File: src/rtl/blkprot_pkg.sv
package blkprot_pkg;

   typedef enum logic [1:0] {
      OP_NONE   = 2'd0,
      OP_LOCK   = 2'd1,
      OP_UNLOCK = 2'd2,
      OP_DOWN   = 2'd3
   } prot_op_e;

   localparam logic [7:0] CODE_SETUP  = 8'h60;
   localparam logic [7:0] CODE_LOCK   = 8'h01;
   localparam logic [7:0] CODE_UNLOCK = 8'hD0;
   localparam logic [7:0] CODE_DOWN   = 8'h2F;

endpackage

File: src/rtl/blkprot_addr_map.sv
module blkprot_addr_map #(
   parameter int ADDR_W   = 19,
   parameter int PARAM_W  = 12,
   parameter int MAIN_W   = 15,
   parameter int N_PARAM  = 8,
   parameter int N_MAIN   = 15,
   parameter bit TOP_BOOT = 1'b1,
   parameter int IDX_W    = 5
) (
   input  logic [ADDR_W-PARAM_W-1:0] hi_addr,
   output logic [IDX_W-1:0]          blk_idx
);

   localparam int SLOT_W = ADDR_W - MAIN_W;
   localparam int SUB_W  = MAIN_W - PARAM_W;

   if ((N_PARAM << PARAM_W) != (1 << MAIN_W)) begin : g_bad_param_fill
      $error("parameter blocks must fill exactly one main-block slot");
   end
   if (N_MAIN + 1 != (1 << SLOT_W)) begin : g_bad_main_count
      $error("main blocks plus the parameter slot must cover the address space");
   end
   if ((1 << IDX_W) < N_PARAM + N_MAIN) begin : g_bad_idx_w
      $error("index width too small for the block count");
   end

   logic [SLOT_W-1:0] slot;
   logic [SUB_W-1:0]  sub;

   assign slot = hi_addr[SUB_W +: SLOT_W];
   assign sub  = hi_addr[SUB_W-1:0];

   if (TOP_BOOT) begin : g_top
      always_comb begin
         if (slot == '1) blk_idx = IDX_W'(N_MAIN) + IDX_W'(sub);
         else            blk_idx = IDX_W'(slot);
      end
   end else begin : g_bottom
      always_comb begin
         if (slot == '0) blk_idx = IDX_W'(sub);
         else            blk_idx = IDX_W'(slot) + IDX_W'(N_PARAM - 1);
      end
   end

endmodule

File: src/rtl/blkprot_cmd_seq.sv
module blkprot_cmd_seq
   import blkprot_pkg::*;
(
   input  logic       clk,
   input  logic       rst_n,
   input  logic       cmd_valid,
   input  logic [7:0] cmd_data,
   output prot_op_e   op
);

   logic armed_q;

   always_ff @(posedge clk or negedge rst_n) begin
      if (!rst_n)          armed_q <= 1'b0;
      else if (cmd_valid)  armed_q <= !armed_q && (cmd_data == CODE_SETUP);
   end

   always_comb begin
      op = OP_NONE;
      if (cmd_valid && armed_q) begin
         case (cmd_data)
            CODE_LOCK:   op = OP_LOCK;
            CODE_UNLOCK: op = OP_UNLOCK;
            CODE_DOWN:   op = OP_DOWN;
            default:     op = OP_NONE;
         endcase
      end
   end

   // any write while armed ends the sequence
   assert_disarm_R4: assert property (@(posedge clk) disable iff (!rst_n)
      (armed_q && cmd_valid) |=> !armed_q);

   // a setup write while idle arms the sequence
   assert_arm_R4: assert property (@(posedge clk) disable iff (!rst_n)
      (!armed_q && cmd_valid && cmd_data == CODE_SETUP) |=> armed_q);

endmodule

File: src/rtl/blkprot_cell.sv
module blkprot_cell
   import blkprot_pkg::*;
(
   input  logic     clk,
   input  logic     rst_n,
   input  logic     sel,
   input  prot_op_e op,
   input  logic     wp_n,
   output logic     lock_o,
   output logic     down_o
);

   logic lock_q, down_q, frozen;

   assign frozen = down_q && !wp_n;

   always_ff @(posedge clk or negedge rst_n) begin
      if (!rst_n) begin
         lock_q <= 1'b1;
         down_q <= 1'b0;
      end else if (sel && !frozen) begin
         case (op)
            OP_LOCK:   lock_q <= 1'b1;
            OP_UNLOCK: lock_q <= 1'b0;
            OP_DOWN: begin
               lock_q <= 1'b1;
               down_q <= 1'b1;
            end
            default: ;
         endcase
      end
   end

   assign lock_o = lock_q;
   assign down_o = down_q;

   // locked-down with write protect low freezes the lock bit
   assert_frozen_R5: assert property (@(posedge clk) disable iff (!rst_n)
      (down_q && !wp_n) |=> (lock_q == $past(lock_q)));

   // lock-down is never cleared by a command
   assert_down_sticky_R7: assert property (@(posedge clk) disable iff (!rst_n)
      down_q |=> down_q);

   // entering lock-down always leaves the block locked
   assert_down_locks_R6: assert property (@(posedge clk) disable iff (!rst_n)
      $rose(down_q) |-> lock_q);

   // a block not addressed by the write keeps its state
   assert_unsel_hold_R4: assert property (@(posedge clk) disable iff (!rst_n)
      !sel |=> $stable({lock_q, down_q}));

endmodule

File: src/rtl/blk_prot_ctrl.sv
module blk_prot_ctrl
   import blkprot_pkg::*;
#(
   parameter int ADDR_W   = 19,
   parameter int PARAM_W  = 12,
   parameter int MAIN_W   = 15,
   parameter int N_PARAM  = 8,
   parameter int N_MAIN   = 15,
   parameter bit TOP_BOOT = 1'b1,
   parameter int SIG_W    = 16
) (
   input  logic                        clk,
   input  logic                        rst_n,
   input  logic                        cmd_valid,
   input  logic [7:0]                  cmd_data,
   input  logic [ADDR_W-1:0]           cmd_addr,
   input  logic                        wp_n,
   input  logic [ADDR_W-1:0]           qry_addr,
   output logic [SIG_W-1:0]            sig_data,
   output logic                        pe_allow,
   output logic [N_PARAM+N_MAIN-1:0]   lock_bits,
   output logic [N_PARAM+N_MAIN-1:0]   down_bits
);

   localparam int N_BLK = N_PARAM + N_MAIN;
   localparam int IDX_W = $clog2(N_BLK);
   localparam int HI_W  = ADDR_W - PARAM_W;

   if (SIG_W < 2) begin : g_bad_sig_w
      $error("signature word needs at least two bits");
   end

   prot_op_e         op;
   logic [IDX_W-1:0] cmd_idx, qry_idx;
   logic             unused_low;

   assign unused_low = ^{cmd_addr[PARAM_W-1:0], qry_addr[PARAM_W-1:0]};

   blkprot_cmd_seq u_seq (
      .clk      (clk),
      .rst_n    (rst_n),
      .cmd_valid(cmd_valid),
      .cmd_data (cmd_data),
      .op       (op)
   );

   blkprot_addr_map #(
      .ADDR_W(ADDR_W), .PARAM_W(PARAM_W), .MAIN_W(MAIN_W),
      .N_PARAM(N_PARAM), .N_MAIN(N_MAIN), .TOP_BOOT(TOP_BOOT), .IDX_W(IDX_W)
   ) u_cmd_map (
      .hi_addr(cmd_addr[ADDR_W-1:PARAM_W]),
      .blk_idx(cmd_idx)
   );

   blkprot_addr_map #(
      .ADDR_W(ADDR_W), .PARAM_W(PARAM_W), .MAIN_W(MAIN_W),
      .N_PARAM(N_PARAM), .N_MAIN(N_MAIN), .TOP_BOOT(TOP_BOOT), .IDX_W(IDX_W)
   ) u_qry_map (
      .hi_addr(qry_addr[ADDR_W-1:PARAM_W]),
      .blk_idx(qry_idx)
   );

   for (genvar g = 0; g < N_BLK; g++) begin : g_cell
      blkprot_cell u_cell (
         .clk   (clk),
         .rst_n (rst_n),
         .sel   (cmd_idx == IDX_W'(g)),
         .op    (op),
         .wp_n  (wp_n),
         .lock_o(lock_bits[g]),
         .down_o(down_bits[g])
      );
   end

   assign sig_data = SIG_W'({down_bits[qry_idx], lock_bits[qry_idx]});
   assign pe_allow = !lock_bits[qry_idx];

   // decoded indices always name an existing block
   assert_qry_idx_R1: assert property (@(posedge clk) disable iff (!rst_n)
      qry_idx < IDX_W'(N_BLK));
   assert_cmd_idx_R2: assert property (@(posedge clk) disable iff (!rst_n)
      cmd_idx < IDX_W'(N_BLK));

endmodule

File: config.mk
export PLATFORM = sky130hd
export DESIGN_NAME = blk_prot_ctrl
export DESIGN_NICKNAME = d
export VERILOG_FILES = /design/src/rtl/blkprot_pkg.sv /design/src/rtl/blkprot_addr_map.sv /design/src/rtl/blkprot_cmd_seq.sv /design/src/rtl/blkprot_cell.sv /design/src/rtl/blk_prot_ctrl.sv
export SDC_FILE = /design/constraint.sdc
export NUM_CORES = 1
export LEC_CHECK = 0
export ABC_AREA = 1
export BUFFER_PORTS_ARGS = -buffer_cell sky130_fd_sc_hd__buf_4
export CAP_MARGIN = 10
export CORE_AREA = 3 3 93 95
export DETAILED_ROUTE_END_ITERATION = 12
export DIE_AREA = 0 0 96 98
export GPL_TIMING_DRIVEN = 1
export PLACE_DENSITY = 0.7
export SETUP_SLACK_MARGIN = 0.15
export SLEW_MARGIN = 20
export SYNTH_ARGS = -nofsm -noshare
export SYNTH_HDL_FRONTEND = slang
export SYNTH_HIERARCHICAL = 1
export SYNTH_SLANG_ARGS = --single-unit
File: constraint.sdc
create_clock -name clk -period 3.7 [get_ports clk]
set_clock_uncertainty 0.05 [all_clocks]
set_input_delay 0.185 -clock clk [delete_from_list [all_inputs] [get_ports clk]]
set_output_delay 0.185 -clock clk [all_outputs]
set_load 0.02 [all_outputs]
==> flow_summary.json, run 1 <==
{
  "status": "finished clean",
  "first_global_vias": 3345,
  "clkSlewWorstSetupHoldPaths_ps": 90,
  "worst_slew_pin_slew_ps": 626,
  "post_synth_inst_count": 516,
  "portBuffers": 74,
  "yosys-top-cells-area": "dfstp_2 (17%), dfrtp_1 (17%), nand2_1 (16%), inv_1 (9.2%), nand3_1 (7.1%)",
  "dpl.cell_count": 686,
  "grt_overflow_total": 0,
  "post-route-min-period_ps": 2420,
  "die_height_um": 98,
  "finish.cell_count_without_fillers": 696,
  "setup_viol_count_final": 0,
  "final_min_period_over_clock_period": 0.654,
  "grt_setup_unrepaired": "no",
  "yosys.area.top_type": "dfstp_2",
  "layout-area-overhead-vs-synth_pct": 20.6,
  "antenna_diodes": 0,
  "drt_drc_violations_left": 0,
  "postSynthRegisterBits": 47,
  "dp.final_hpwl_um": 6670,
  "global_route_usage_sum": 0.205,
  "power.ir.vdd_worst_uv": 162,
  "slew_viol_final": 0,
  "cts_resized": 0,
  "routed_wire_length_per_instance_um": 13.0,
  "ratio_of_cells_with_drive_above_1_in_the_final_layout": 0.285,
  "synth-async-reset-ratio": 1.00,
  "routed-via-count": 3430,
  "route.antenna.remaining_nets": 0,
  "yosysWarningCount": 6,
  "nNetsFinal": 647,
  "timing.critical_path.arrival_ps": 2180,
  "critPathRequiredTime_ps": 3460,
  "synthDistinctLibCells": 26,
  "worstPathBufferInverterCount": 5,
  "synth.most_common_cell": "nand2_1",
  "timing.critical_path.to_type": "output port",
  "post-layout-total-power_mw": 1.06,
  "fp.dieArea_um2": 9410,
  "cts_made_buffers": 5,
  "prevailing_post_synth_register_cell": "dfrtp_1",
  "initialDrtViolationCount": 201,
  "globalplace.congestion": 0.860,
  "slew-limit-headroom": 0.583,
  "count_of_buffers_added_by_post_cts_timing_repair_for_setup": 0,
  "cellPowerDensity_nw_per_um2": 250,
  "slowest_delay_ps": 510,
  "floorplan_core_area_um2": 7810,
  "drtPass1Iterations": 4,
  "timing.critical_path.max_delay_family": "compound AO/OA/AOI/OAI gates",
  "maximum_level_of_the_cts_h_tree": 2,
  "initial_core_util": 0.450,
  "crit_path_start_kind": "input port",
  "number_of_maximum_capacitance_constraint_violations": 0,
  "clkLatencyLatePin_ps": 300,
  "synth-edff-count": 0,
  "first_pass_grt_wire_length_um": 15700,
  "timing.setup.tns_ps": 0,
  "clock.fmax_mhz": 414,
  "fp.dieW_um": 96,
  "setup.worst_path.class": "in2out",
  "clock_tree.buffer_depth": 2,
  "cts_root_buf": "clkbuf_8",
  "synth_common_cells": "nand2_1 (148), inv_1 (86), nor2_1 (51)",
  "synthesis.area_um2": 3510,
  "cts_hold_repair.buffers": 1,
  "min_path_type": "in2reg",
  "avgSynthCellArea_um2": 6.80,
  "path_cells": "buf_4 > inv_1 > ha_1 > nand2_1 > o21a_1 > inv_2 > nor2_1 > o21ai_1 > o21ai_1 > nor2_2 > nor2_2 > inv_1 > nand2_1 > buf_4",
  "wl_um": 9060,
  "critical_path_peak_fanout": 15,
  "cellLeakagePower_nw": 2.15,
  "top_level_ports": 113,
  "whs_ps": 72.3,
  "hold_viol": 0,
  "antenna_found_initial": 0,
  "rows": 32,
  "seq_area_frac_synth": 0.343,
  "detail_routed_via_count_per_cell": 4.93,
  "synth_top_area_frac": 0.172,
  "cts_tree": "done",
  "critical-path-slowest-cell": "o21a_1",
  "cts_sinks": 47,
  "grt_start_max_net_pins": 48
}
report_power, final:
part	internal, mW	total (mW)	switching (mW)
sequential	0.515	0.515	0.0000557
clock	0.171	0.350	0.179
combinational	0.0603	0.194	0.134
total	0.746	1.06	0.313
per-stage QoR:
stage / instance area, um^2 / utilization / setup WS [ps]
floorplan: 3560 / - / 485
global placement: 4100 / 0.525 / 1370
detailed placement: 4100 / 0.525 / 1320
CTS: 4210 / 0.539 / 1320
global route: 4240 / 0.542 / 1140
finish: 4240 / 0.542 / 1280
worst paths after layout:
kind	from	depth (start not counted)	slack (ps)	end
setup / recovery	qry_addr[12]	14	1280	sig_data[0]
hold / removal	cmd_valid	3	70	u_seq/armed_q
setup reg to reg	u_seq/armed_q	6	1870	g_cell[14].u_cell/lock_o
hold reg to reg	g_cell[18].u_cell/lock_o	2	420	g_cell[18].u_cell/lock_o
max in group asynchronous	rst_n	2	2810	g_cell[5].u_cell/down_o
min in group asynchronous	rst_n	2	370	g_cell[21].u_cell/down_o
sequential cells by signal, summed over array words and instances, names as in the netlist:
| signal | flops |
|---|---|
| g_cell.u_cell/down_o | 23 |
| g_cell.u_cell/lock_o | 23 |
| u_seq/armed_q | 1 |
area by class of cell:
cell class              count  area [um^2]
clock buffers               8          100
fillers                   755         3570
inverters                  89          337
multi-input cells         372         1860
flip-flops and latches     47         1200
well taps                 102          128
repair buffers             78          608
worst register-to-register path: cells and delay by family, from the launching register on:
| family | cells | cell delay (ps) |
|---|---|---|
| flip-flops | 1 | 350 |
| AND/OR/NAND/NOR | 4 | 400 |
| buffers and inverters | 1 | 460 |
| AO/OA/AOI/OAI | 1 | 520 |
layout by cell type (no fill, tap or decap), types with 2 or more instances in the layout:
master and instances:
nor2_2 5, nor3_1 2, nor2_1 51, o211ai_1 3
conb_1 14, buf_4 76, nand3_2 23, nand2_2 27
dfrtp_1 24, nand4_1 23, o21a_1 4, inv_1 86
a21oi_4 2, o21ai_0 9, nand3_1 50, o21ai_1 4
inv_2 2, nand2_1 148, clkbuf_8 7, dfstp_2 23
ha_1 4
kinds of logic (layout without fill, tap and decap cells):
family | Yosys count | after routing | share of synthesized area
buf+inv | 110 | 175 | 0.148
fa+ha+maj | 4 | 4 | 0.0143
simple gates | 330 | 330 | 0.452
compound gates | 24 | 24 | 0.0413
flops | 47 | 47 | 0.343
other cells | 1 | 14 | 0.00107
layer usage:
| metal | track usage | up-vias | wire length (um) |
|---|---|---|---|
| li1 | - | 1751 | - |
| met4 | 0.0667 | 0 | 172 |
| met5 | 0 | - | 0 |
| met2 | 0.334 | 97 | 4350 |
| met3 | 0.0378 | 17 | 476 |
| met1 | 0.272 | 1565 | 4070 |
Note: power is estimated with default switching activity, not from simulation.
==> inputs of run 2 (changes only) <==
--- a/config.mk
+++ b/config.mk
@@ -5,14 +5,14 @@
 export SDC_FILE = /design/constraint.sdc
 export NUM_CORES = 1
 export LEC_CHECK = 0
-export ABC_AREA = 1
+export ABC_AREA = 0
 export BUFFER_PORTS_ARGS = -buffer_cell sky130_fd_sc_hd__buf_4
 export CAP_MARGIN = 10
-export CORE_AREA = 3 3 93 95
+export CORE_AREA = 3 3 88 90
 export DETAILED_ROUTE_END_ITERATION = 12
-export DIE_AREA = 0 0 96 98
+export DIE_AREA = 0 0 91 93
 export GPL_TIMING_DRIVEN = 1
-export PLACE_DENSITY = 0.7
+export PLACE_DENSITY = 0.73
 export SETUP_SLACK_MARGIN = 0.15
 export SLEW_MARGIN = 20
 export SYNTH_ARGS = -nofsm -noshare
==> constraint.sdc (replaced) <==
create_clock -name clk -period 2.4 [get_ports clk]
set_clock_uncertainty 0.05 [all_clocks]
set_input_delay 0.12 -clock clk [delete_from_list [all_inputs] [get_ports clk]]
set_output_delay 0.12 -clock clk [all_outputs]
set_load 0.02 [all_outputs]
==> run 2 against run 1 <==
Net effect: routed wire length shrank 10%; sequential cell count is the same; clock power grew 34%; final area shrank 7.4%; global-route usage shrank 1.0 points; critical endpoint is now pe_allow; area after synthesis shrank 9.7%; sequential power grew 54%.
==> flow_summary.json, run 2 <==
{
  "clkSlewWorstSetupHoldPaths_ps": 90,
  "fp.dieArea_um2": 8460,
  "critical_path_peak_fanout": 7,
  "first_pass_grt_wire_length_um": 13500,
  "first_global_vias": 2712,
  "grt_setup_unrepaired": "no",
  "synth.most_common_cell": "nand2_1",
  "placement.setup.worst_slack_ps": 246,
  "synth-edff-count": 0,
  "crit_path_start_kind": "input port",
  "synthesis.area_um2": 3170,
  "clock_tree.buffer_depth": 2,
  "worst_hold_path.num_cells": 3,
  "rows": 31,
  "finalCoreUtilization": 0.550,
  "cts_sinks": 47,
  "setup_viol_count_final": 0,
  "initialDrtViolationCount": 258,
  "synthDistinctLibCells": 42,
  "layout.cells.most_common": "buf_4",
  "r2r_setup_slack_ps": 620,
  "avgSynthCellArea_um2": 9.35,
  "ff2ff_path_depth": 7,
  "initial_core_util": 0.444,
  "critPathRequiredTime_ps": 2230,
  "routed_wire_length_per_instance_um": 15.6,
  "yosys-top-cells-area": "dfstp_2 (19%), dfrtp_1 (19%), nor2b_4 (10%), o21ai_1 (7.3%), nand2_1 (7.1%)",
  "clock.fmax_mhz": 472,
  "timing.setup.tns_ps": 0,
  "layout_setup_ws_ps": 283,
  "cts_tree": "done",
  "cts_root_buf": "clkbuf_8",
  "clkLatencyLatePin_ps": 290,
  "sw_frac_of_total": 0.284,
  "hold_viol": 0,
  "post_synth_inst_count": 339,
  "antenna_found_initial": 0,
  "postSynthRegisterBits": 47,
  "cts_made_buffers": 5,
  "crit_path_end": "pe_allow",
  "final_min_period_over_clock_period": 0.882,
  "layout-area-overhead-vs-synth_pct": 23.8,
  "maximum_level_of_the_cts_h_tree": 2,
  "drt_drc_violations_left": 0,
  "timing.critical_path.to_type": "output port",
  "synth_common_cells": "nand2_1 (60), o21ai_1 (46), nor2_1 (28)",
  "power.ir.vdd_worst_uv": 251,
  "synth-async-reset-ratio": 1.00,
  "antenna_diodes": 0,
  "slew-limit-headroom": 0.544,
  "final_cell_mix": "buf_4 (81), nand2_1 (60), o21ai_1 (46)",
  "floorplan_core_area_um2": 7140,
  "cellPowerDensity_nw_per_um2": 384,
  "detail_routed_via_count_per_cell": 5.36,
  "fp.dieW_um": 91,
  "pwr-share-clk": 0.312,
  "yosysWarningCount": 6,
  "seq_area_frac_synth": 0.380,
  "yosys.area.top_type": "dfstp_2",
  "global_route_usage_sum": 0.195,
  "cellLeakagePower_nw": 1.66,
  "whs_ps": 52.3,
  "critical_path.startpoint": "qry_addr[12]",
  "timing.critical_path.arrival_ps": 1950,
  "net-switching-power_mw": 0.427,
  "top_level_ports": 113,
  "portBuffers": 74,
  "nNetsFinal": 476,
  "drtPass1Iterations": 4,
  "worst_slew_pin_slew_ps": 684,
  "min_path_type": "in2reg",
  "globalplace.congestion": 0.825,
  "grt_start_max_net_pins": 48,
  "prevailing_post_synth_register_cell": "dfrtp_1",
  "setup.worst_path.class": "in2out",
  "post-route-min-period_ps": 2120,
  "routed-via-count": 2796,
  "grt_overflow_total": 0,
  "dp.final_hpwl_um": 5950,
  "critical_path.reg2reg.startpoint": "u_seq/armed_q",
  "die_height_um": 93,
  "synth_top_area_frac": 0.191,
  "power_frac_seq": 0.528,
  "r2r-end": "g_cell[11].u_cell/lock_o",
  "status": "finished clean",
  "power_report.internal_total_mw": 1.08,
  "slew_viol_final": 0,
  "share_comb_of_total_power": 0.160,
  "ratio_of_cells_with_drive_above_1_in_the_final_layout": 0.404,
  "route.antenna.remaining_nets": 0,
  "number_of_maximum_capacitance_constraint_violations": 0,
  "wl_um": 8160
}
## run 2: worst max-delay path, cell delays in order
cell	delay [ps]
buf_4	80
inv_1	50
ha_1	190
ha_1	270
nand2_1	70
o21a_1	290
buf_4	210
nor2_1	50
a21oi_1	130
nand3_1	110
and3_1	210
buf_4	160
## run 2: timing repair
action | CTS | global route
hold buffers | 2 | 0
buffers inserted | 0 | 0
setup endpoints to repair | 0 | 1
endpoints found under the hold margin | 25 | 0
gates resized for setup | 0 | 1
## run 2: metal layers
metal | vias up | wire (um) | GRT usage
met5 | - | 0 | 0
met2 | 98 | 4010 | 0.332
met4 | 0 | 55 | 0.0477
met1 | 1350 | 3580 | 0.257
met3 | 4 | 519 | 0.0370
li1 | 1344 | - | -
## run 2: cell families (layout without fill, tap and decap cells)
family / after synthesis / after routing / share of synthesized area
AO/OA/AOI/OAI: 88 / 88 / 0.181
multiplexers: 18 / 18 / 0.0750
adder cells (fa/ha/maj): 4 / 4 / 0.0158
flip-flops: 47 / 47 / 0.380
other: 1 / 14 / 0.00118
buffers and inverters: 29 / 100 / 0.0565
AND/OR/NAND/NOR: 152 / 152 / 0.291
## run 2: layout make-up
type                    count  area (um^2)
repair buffers             83          628
inverters                   9         33.8
well taps                  99          124
multi-input cells         276         1850
clock inverters             3         15.0
fillers                   676         3210
clock buffers               5         68.8
flip-flops and latches     47         1200
## run 2: stage by stage
stage | area [um^2] | power, mW | instances
floorplan | 3220 | 0.952 | 352
global placement | 3820 | 1.04 | 512
detailed placement | 3820 | 1.05 | 512
CTS | 3920 | 1.52 | 522
global route | 3920 | 1.58 | 522
finish | 3920 | 1.50 | 522
## run 2: power by group through the flow
stage                     Combinational (mW)  Clock [mW]  Sequential (mW)
final                                  0.241       0.470            0.794
after global placement                 0.232           0            0.808
after global routing                   0.264       0.519            0.794
after floorplan                        0.144           0            0.808
after detailed placement               0.238           0            0.808
after CTS                              0.242       0.487            0.794
## run 2: worst min-delay path by stage
stage                      startpoint                  endpoint  slack, ps
after floorplan                 rst_n   g_cell[0].u_cell/down_o       -230
after global placement          rst_n  g_cell[14].u_cell/down_o        120
after global routing      cmd_data[5]             u_seq/armed_q         80
after CTS                 cmd_data[5]             u_seq/armed_q         40
final                     cmd_data[5]             u_seq/armed_q         50
after detailed placement        rst_n  g_cell[14].u_cell/down_o        130
